===== config.mk =====
export PLATFORM = sky130hd
export DESIGN_NAME = ldst_quad_seq
export DESIGN_NICKNAME = d
export VERILOG_FILES = /design/src/rtl/ldst_pkg.sv /design/src/rtl/ldst_ea_gen.sv /design/src/rtl/ldst_form_check.sv /design/src/rtl/ldst_pair_steer.sv /design/src/rtl/ldst_quad_seq.sv
export SDC_FILE = /design/constraint.sdc
export NUM_CORES = 1
export LEC_CHECK = 0
export BUFFER_PORTS_ARGS = -buffer_cell sky130_fd_sc_hd__clkbuf_2
export CAP_MARGIN = 20
export CELL_PAD_IN_SITES_DETAIL_PLACEMENT = 1
export CELL_PAD_IN_SITES_GLOBAL_PLACEMENT = 2
export CORE_MARGIN = 4
export CORE_UTILIZATION = 30
export CTS_BUF_LIST = sky130_fd_sc_hd__clkbuf_2 sky130_fd_sc_hd__clkbuf_4 sky130_fd_sc_hd__clkbuf_8
export DETAILED_ROUTE_END_ITERATION = 12
export PLACE_DENSITY_LB_ADDON = 0.1
export SLEW_MARGIN = 20
export SYNTH_ARGS = -nofsm -noshare
export SYNTH_HDL_FRONTEND = slang
export SYNTH_SLANG_ARGS = --single-unit

===== constraint.sdc =====
create_clock -name clk -period 5.1 [get_ports clk]
set_input_delay 1.02 -clock clk [delete_from_list [all_inputs] [get_ports clk]]
set_output_delay 1.02 -clock clk [all_outputs]
set_load 0.01 [all_outputs]

===== src/rtl/ldst_pkg.sv =====
package ldst_pkg;

    typedef enum logic [2:0] {
        PH_IDLE,
        PH_FAULT,
        PH_BEAT1,
        PH_BEAT2,
        PH_WB
    } phase_e;

    typedef enum logic [1:0] {
        FLT_NONE,
        FLT_ILLEGAL,
        FLT_PRIV,
        FLT_ALIGN
    } fault_e;

endpackage


===== src/rtl/ldst_ea_gen.sv =====
module ldst_ea_gen #(
    parameter int XLEN = 64,
    parameter int RIDX = 5
) (
    input  logic [RIDX-1:0] base_idx,
    input  logic [XLEN-1:0] base_val,
    input  logic [XLEN-1:0] offset,
    output logic [XLEN-1:0] ea
);
    logic [XLEN-1:0] base_term;

    always_comb begin
        base_term = (base_idx == '0) ? '0 : base_val;
        ea        = base_term + offset;
    end
endmodule


===== src/rtl/ldst_form_check.sv =====
module ldst_form_check
    import ldst_pkg::*;
#(
    parameter int RIDX = 5
) (
    input  logic [RIDX-1:0] tgt,
    input  logic [RIDX-1:0] base,
    input  logic            update,
    input  logic            store,
    input  logic            quad,
    input  logic            prefixed,
    input  logic            user,
    input  logic            le,
    input  logic            relaxed,
    output fault_e          fault
);
    logic same_reg;
    logic bad_form;
    logic strict_quad;

    always_comb begin
        same_reg    = (base == tgt);
        if (quad) begin
            bad_form = !store && same_reg;
        end else begin
            bad_form = update && ((base == '0) || (!store && same_reg));
        end
        strict_quad = quad && !relaxed && !prefixed;

        if (bad_form) begin
            fault = FLT_ILLEGAL;
        end else if (strict_quad && user) begin
            fault = FLT_PRIV;
        end else if (strict_quad && le) begin
            fault = FLT_ALIGN;
        end else begin
            fault = FLT_NONE;
        end
    end
endmodule


===== src/rtl/ldst_pair_steer.sv =====
module ldst_pair_steer #(
    parameter int RIDX = 5
) (
    input  logic [RIDX-1:0] tgt,
    input  logic            quad,
    input  logic            prefixed,
    input  logic            le,
    output logic [RIDX-1:0] first_reg,
    output logic [RIDX-1:0] second_reg
);
    logic [RIDX-1:0] odd_reg;
    logic            swap;

    always_comb begin
        odd_reg = tgt + RIDX'(1);
        swap    = quad && le && !prefixed;
        if (swap) begin
            first_reg  = odd_reg;
            second_reg = tgt;
        end else begin
            first_reg  = tgt;
            second_reg = odd_reg;
        end
    end
endmodule


===== src/rtl/ldst_quad_seq.sv =====
module ldst_quad_seq
    import ldst_pkg::*;
#(
    parameter int XLEN   = 64,
    parameter int NREG   = 32,
    parameter int SIZE_W = 2,
    parameter int DWORD_BYTES = 8
) (
    input  logic                     clk,
    input  logic                     rst_n,
    input  logic                     req_valid,
    output logic                     req_ready,
    input  logic [$clog2(NREG)-1:0]  req_tgt,
    input  logic [$clog2(NREG)-1:0]  req_base,
    input  logic [XLEN-1:0]          req_base_val,
    input  logic [XLEN-1:0]          req_offset,
    input  logic [SIZE_W-1:0]        req_size,
    input  logic                     req_update,
    input  logic                     req_store,
    input  logic                     req_quad,
    input  logic                     req_prefixed,
    input  logic                     req_user,
    input  logic                     req_le,
    input  logic                     quad_relaxed,
    output logic                     flt_illegal,
    output logic                     flt_priv,
    output logic                     flt_align,
    output logic                     beat_valid,
    output logic                     beat_idx,
    output logic [XLEN-1:0]          beat_addr,
    output logic [$clog2(NREG)-1:0]  beat_reg,
    output logic [SIZE_W-1:0]        beat_size,
    output logic                     beat_store,
    output logic                     wb_valid,
    output logic [$clog2(NREG)-1:0]  wb_reg,
    output logic [XLEN-1:0]          wb_data
);
    localparam int RIDX = $clog2(NREG);
    localparam logic [SIZE_W-1:0] SZ_DWORD = SIZE_W'((1 << SIZE_W) - 1);
    localparam logic [XLEN-1:0]   STEP     = XLEN'(DWORD_BYTES);

    typedef struct packed {
        phase_e            phase;
        fault_e            fault;
        logic [XLEN-1:0]   addr;
        logic [RIDX-1:0]   reg_a;
        logic [RIDX-1:0]   reg_b;
        logic [RIDX-1:0]   base;
        logic [SIZE_W-1:0] size;
        logic              store;
        logic              update;
        logic              quad;
    } seq_s;

    seq_s st_d, st_q;

    logic [XLEN-1:0] ea_w;
    fault_e          fault_w;
    logic [RIDX-1:0] first_w;
    logic [RIDX-1:0] second_w;
    logic            accept;

    ldst_ea_gen #(.XLEN(XLEN), .RIDX(RIDX)) u_ea (
        .base_idx (req_base),
        .base_val (req_base_val),
        .offset   (req_offset),
        .ea       (ea_w)
    );

    ldst_form_check #(.RIDX(RIDX)) u_chk (
        .tgt      (req_tgt),
        .base     (req_base),
        .update   (req_update),
        .store    (req_store),
        .quad     (req_quad),
        .prefixed (req_prefixed),
        .user     (req_user),
        .le       (req_le),
        .relaxed  (quad_relaxed),
        .fault    (fault_w)
    );

    ldst_pair_steer #(.RIDX(RIDX)) u_pair (
        .tgt        (req_tgt),
        .quad       (req_quad),
        .prefixed   (req_prefixed),
        .le         (req_le),
        .first_reg  (first_w),
        .second_reg (second_w)
    );

    always_comb begin
        req_ready = (st_q.phase == PH_IDLE);
        accept    = req_valid && req_ready;
        st_d      = st_q;

        unique case (st_q.phase)
            PH_IDLE: begin
                if (accept) begin
                    st_d.fault  = fault_w;
                    st_d.addr   = ea_w;
                    st_d.reg_a  = first_w;
                    st_d.reg_b  = second_w;
                    st_d.base   = req_base;
                    st_d.size   = req_quad ? SZ_DWORD : req_size;
                    st_d.store  = req_store;
                    st_d.update = req_update && !req_quad;
                    st_d.quad   = req_quad;
                    st_d.phase  = (fault_w != FLT_NONE) ? PH_FAULT : PH_BEAT1;
                end
            end
            PH_FAULT: begin
                st_d.phase = PH_IDLE;
                st_d.fault = FLT_NONE;
            end
            PH_BEAT1: begin
                if (st_q.quad) begin
                    st_d.phase = PH_BEAT2;
                    st_d.addr  = st_q.addr + STEP;
                end else if (st_q.update) begin
                    st_d.phase = PH_WB;
                end else begin
                    st_d.phase = PH_IDLE;
                end
            end
            PH_BEAT2: st_d.phase = PH_IDLE;
            PH_WB:    st_d.phase = PH_IDLE;
            default:  st_d.phase = PH_IDLE;
        endcase

        flt_illegal = (st_q.phase == PH_FAULT) && (st_q.fault == FLT_ILLEGAL);
        flt_priv    = (st_q.phase == PH_FAULT) && (st_q.fault == FLT_PRIV);
        flt_align   = (st_q.phase == PH_FAULT) && (st_q.fault == FLT_ALIGN);
        beat_valid  = (st_q.phase == PH_BEAT1) || (st_q.phase == PH_BEAT2);
        beat_idx    = (st_q.phase == PH_BEAT2);
        beat_addr   = st_q.addr;
        beat_reg    = beat_idx ? st_q.reg_b : st_q.reg_a;
        beat_size   = st_q.size;
        beat_store  = st_q.store;
        wb_valid    = (st_q.phase == PH_WB);
        wb_reg      = st_q.base;
        wb_data     = st_q.addr;
    end

    always_ff @(posedge clk) begin
        if (!rst_n) begin
            st_q <= '{phase: PH_IDLE, fault: FLT_NONE, size: '0, default: '0};
        end else begin
            st_q <= st_d;
        end
    end
endmodule


==> results.tsv, run 1 <==
metric	value	unit
arrival	4840	ps
crit_path_cell_trace	clkbuf_2, nor3_1, nand2_2, buf_12, and2_1, ha_1, a21oi_1, nand2_1, or2_2, o21bai_1, o41a_1, o21a_1, a21oi_1, or4_1, a31oi_1	
holdBufCountCts	0	
yosys_register_bits	89	
hold_depth	2	
layout.cells.non_filler	2091	
wl	40700	um
numCtsBuffers	9	
cp_max_fo	39	
p_per_area	223	nW/um2
yosys_warnings	0	
io_pins	298	
clkTransAtPathRegs	110	ps
post-cts-setup-buffers	0	
fin_skew	18.1	ps
yosysMostFrequentCell	nand2_1	
ys_top_cells_by_count	nand2_1, a21oi_1, buf_4	
path_depth	15	
min_path_type	reg2reg	
placed_area	11600	um2
rsz0062_at_grt	false	
grt_pass1_wl	63900	um
path_common_cell	a21oi_1	
num_rows	68	
worstSetupStartpointType	input pin	
crit_family	compound AO/OA/AOI/OAI gates	
syn2layout_area_growth	12.0	%
clock_sinks	89	
hold_violations	0	
hold_ws	456	ps
synth_top_area_share	16.9	%
finalInstanceArea	11800	um2
die_h	195	um
r2r_slack	1810	ps
synthFlopType	dfxtp_1	
min_period	4510	ps
grt_pass1_vias	11300	
reg2regPathDepth	10	
finalSetupViolations	0	
synth_cell_types	76	
place_congestion	0.859	
max_freq	0.222	GHz
antenna_found_initial	0	
port_buffers	297	
syn_area	10500	um2
syn_avg_cell_area	7.02	um2
gr-total-overflow	0	
min_from	st_q[1]$_SDFFE_PN0P_	
cts_buffer_depth	2	
fin_total_pwr	2.62	mW
layout-drive-gt1-share	23.4	%
p_leak	5.09	nW
avgRoutedWirePerCell	19.5	um
hpwl	33000	um
holdPathEnd	st_q[88]$_SDFFE_PN0P_	
synth_fp_nets	1716	
grt_util_all_layers	20.5	%
synth_edf_count	0	
cts-root-buf	clkbuf_8	
synth_top_area_cell	dfxtp_1	
synth-seq-area-share	16.9	%
cp-end-kind	flip-flop	
cts_tree	done	
dp.cells	2075	
rr_startpoint	beat_addr[3]$_SDFFE_PN0P_	
required	5430	ps
htree_levels	3	
worstMarginPinSlew	848	ps
grt_start_max_net_pins	47	
synth_area_leaders	dfxtp_1, buf_4, ha_1	
drc	0	
report.final.slew_viol_count	0	
status	finished clean	
cap_violations	0	
core	34500	um2
finalCritPeriodShare	88.5	%
slew_headroom	43.0	%
drt_iter0_drc	403	
diodes	0	
netlist_instances	1500	
cts-resized-gates	0	
slowest_delay	510	ps
initial_utilization	30.5	%
r2r_end	beat_addr[57]$_SDFFE_PN0P_	
slowest_stage	or4_1	
largest_reg_flops	64	
clock_latency	400	ps
die_w	195	um
crit_buf_inv	2	
ys_async_sr_fraction	0	%
final_nets	1847	
drt_first_pass_iters	5	
critical_path_class	in2reg	
ant_nets	0	
vias_per_cell	5.35	
tns	0	ps
die_area	38100	um2
peakVddDrop	0.133	mV
via_count	11200	
## power by group
part / total (mW) / leakage, nW / internal, mW / switching [mW]
Combinational: 1.19 / 4.26 / 0.485 / 0.701
Clock: 0.555 / 0.0988 / 0.236 / 0.320
Sequential: 0.884 / 0.732 / 0.764 / 0.119
## cell type report
cell class,instances,area (um2)
fillers,4421,22800
flip-flops and latches,89,1780
inverters,33,124
well taps,455,569
multi-input cells,1159,7290
clock buffers,9,124
clock inverters,7,82.6
repair buffers,339,1810
## cell families after synthesis
| logic type | count (synthesis) | share of synthesized area, % |
|---|---|---|
| adders and majority gates | 66 | 7.92 |
| and+or+nand+nor | 572 | 27.4 |
| xor gates and xnor gates | 70 | 5.82 |
| muxes | 12 | 1.22 |
| DFF | 89 | 16.9 |
| buffers and inverters | 252 | 13.9 |
| AOI/OAI and AO/OA | 439 | 26.8 |
## routing by layer
| metal | vias up | GRT usage (%) | routed length [um] |
|---|---|---|---|
| li1 | 5529 | - | - |
| met4 | 0 | 2.40 | 269 |
| met3 | 15 | 2.07 | 1090 |
| met5 | - | 0 | 0 |
| met1 | 5441 | 28.4 | 19700 |
| met2 | 199 | 35.7 | 19700 |
## cells in the final DEF (no fill, tap or decap), types with 47 or more instances in the layout
cell type  count
nand3_1       50
a21oi_1      137
dfxtp_1       89
nor2_1       109
and2_1        69
nand4_1       47
nand2_1      150
o21ai_0       95
clkbuf_2     297
xnor2_1       47
ha_1          65
## worst max-delay path by stage
stage,start,slack [ps],endpoint
final,req_base[4],590,beat_addr[61]$_SDFFE_PN0P_
after global routing,req_base[4],330,beat_addr[62]$_SDFFE_PN0P_
after CTS,req_base[4],630,beat_addr[62]$_SDFFE_PN0P_
after detailed placement,req_base[4],230,beat_addr[61]$_SDFFE_PN0P_
after global placement,req_base[4],300,beat_addr[61]$_SDFFE_PN0P_
after floorplan,req_base[4],640,beat_addr[62]$_SDFFE_PN0P_
## stage by stage
step                      setup slack (ps)  utilization [%]
after floorplan                        635                -
after global placement                 302             33.5
after detailed placement               228             33.5
after CTS                              631             34.1
after global routing                   333             34.1
final                                  588             34.1
## worst reg2reg max path, cell delays in order (launching register included)
cell and delay (ps):
dfxtp_1 480, ha_1 270, nand3_1 150, nor3_1 530
and2_1 440, nand3_1 260, or2_1 410, o21ai_0 200
nand2_1 70, a21oi_1 230, a31oi_1 100
(Power assumes the default switching activity.)
==> run 2, diff against run 1 <==
CORE_UTILIZATION = 27   (was 30)
==> run 2 against run 1 <==
Effect of this change:
- maximum frequency fell by 1.5%
- global-route usage fell by 0.67 points
- critical path depth rose by 2
- first-iteration DRC count rose by 33%
- clock skew rose by 3.6 ps
- worst hold slack got worse by 3.3 ps
- clock-buffer cell count rose by 1
==> results.tsv, run 2 (synthesis gave the netlist of run 1 again) <==
metric	value	unit
worstMarginPinSlew	1030	ps
path_depth	17	
avgRoutedWirePerCell	20.2	um
syn2layout_area_growth	12.8	%
cap_violations	0	
grtUsageMet3	1.86	%
layout_commonest_cell	clkbuf_2	
hold_ws	453	ps
rsz0062_at_grt	false	
cts-root-buf	clkbuf_8	
clock_latency	390	ps
crit_buf_inv	3	
min_period	4580	ps
final_cell_mix	clkbuf_2, nand2_1, a21oi_1	
timing.final.ws_setup	518	ps
final_util	30.8	%
finalInstanceArea	11900	um2
vias_per_cell	5.22	
reg2regPathDepth	9	
arrival	4900	ps
cts_buffer_depth	2	
placed_area	11600	um2
holdBufCountCts	0	
hold_violations	0	
clkPwrFrac	22.4	%
cts_tree	done	
largest_reg_flops	64	
worstSetupStartpointType	input pin	
grt_start_max_net_pins	74	
p_sw	1.14	mW
drc	0	
peakVddDrop	0.115	mV
wl	43400	um
cts-resized-gates	0	
finalSetupViolations	0	
slowest_delay	560	ps
internal-power	1.54	mW
max_freq	0.218	GHz
grt_pass1_vias	11500	
p_per_area	226	nW/um2
cp-end-kind	flip-flop	
die_h	205	um
slowest_stage	a2111o_1	
gr-total-overflow	0	
clkTransAtPathRegs	100	ps
min_path_type	reg2reg	
cp_max_fo	34	
layout-drive-gt1-share	23.3	%
fin_skew	21.7	ps
port_buffers	297	
hpwl	34900	um
grt_util_all_layers	19.8	%
drt_first_pass_iters	5	
initial_utilization	27.3	%
status	finished clean	
tns	0	ps
p_leak	5.10	nW
core	38600	um2
slew_headroom	31.2	%
netSwitchingFraction	42.5	%
final_nets	1845	
place_congestion	0.802	
report.final.slew_viol_count	0	
required	5420	ps
die_area	42200	um2
via_count	11200	
crit_path_cell_trace	clkbuf_2, nor3_1, nand2_2, buf_12, and2_1, ha_1, inv_1, fa_1, nand2b_1, a21oi_1, o2111ai_2, a41oi_4, nand4_2, a2111o_1, a2111oi_4, o2111ai_1, nand3_1	
diodes	0	
p_comb_share	44.4	%
clock_sinks	89	
use_met2	33.6	%
antenna_found_initial	0	
io_pins	298	
hold_depth	2	
grt_pass1_wl	66700	um
grt_util_met1	28.1	%
critical_path_class	in2reg	
ant_nets	0	
finalCritPeriodShare	89.8	%
num_rows	72	
numCtsBuffers	9	
drt_iter0_drc	537	
grt.busiest_layer	met2	
die_w	205	um
preCtsSetupSlack	134	ps
seqPwrFrac	33.2	%
htree_levels	3	
post-cts-setup-buffers	0	
crit_family	compound AO/OA/AOI/OAI gates	
-- run 2: final timing paths --
check / startpoint / to / slack (ps)
worst min register to register: st_q[1]$_SDFFE_PN0P_ / st_q[88]$_SDFFE_PN0P_ / 450
worst max-delay path: req_base[0] / beat_addr[54]$_SDFFE_PN0P_ / 520
worst max register to register: beat_addr[10]$_SDFFE_PN0P_ / beat_addr[60]$_SDFFE_PN0P_ / 1750
worst min-delay path: st_q[1]$_SDFFE_PN0P_ / st_q[88]$_SDFFE_PN0P_ / 450
-- run 2: routing by layer --
| metal | vias to the layer above | wire length, um |
|---|---|---|
| li1 | 5532 | - |
| met1 | 5437 | 21100 |
| met2 | 240 | 20300 |
| met3 | 22 | 1580 |
| met4 | 0 | 363 |
| met5 | - | 0 |
-- run 2: power by group through the flow --
stage | Sequential [mW] | Clock [mW] | Combinational [mW]
after floorplan | 0.847 | 0 | 0.897
after global placement | 0.906 | 0 | 1.20
after detailed placement | 0.909 | 0 | 1.20
after CTS | 0.892 | 0.630 | 1.21
after global routing | 0.904 | 0.647 | 1.32
final | 0.890 | 0.603 | 1.19
-- run 2: final cells by class --
cell class                 count  area, um2
clock inverter                 6       95.1
fill                        4930      26700
tap                          518        648
timing repair buffer         337       1800
clock buffer                  10        138
inverter                      33        124
multi-input combinational   1159       7290
sequential                    89       1780
-- run 2: tightest hold or removal path, delay by kind of cell, from the launching register on --
family / cells / cell delay, ps
DFF: 1 / 330
and+or+nand+nor: 2 / 100
-- run 2: per-stage QoR --
stage          power, mW  instances
4_1_cts             2.73       2152
3_3_place_gp        2.11       2136
6_report            2.69       2152
5_1_grt             2.88       2152
2_1_floorplan       1.74       1500
3_5_place_dp        2.11       2136
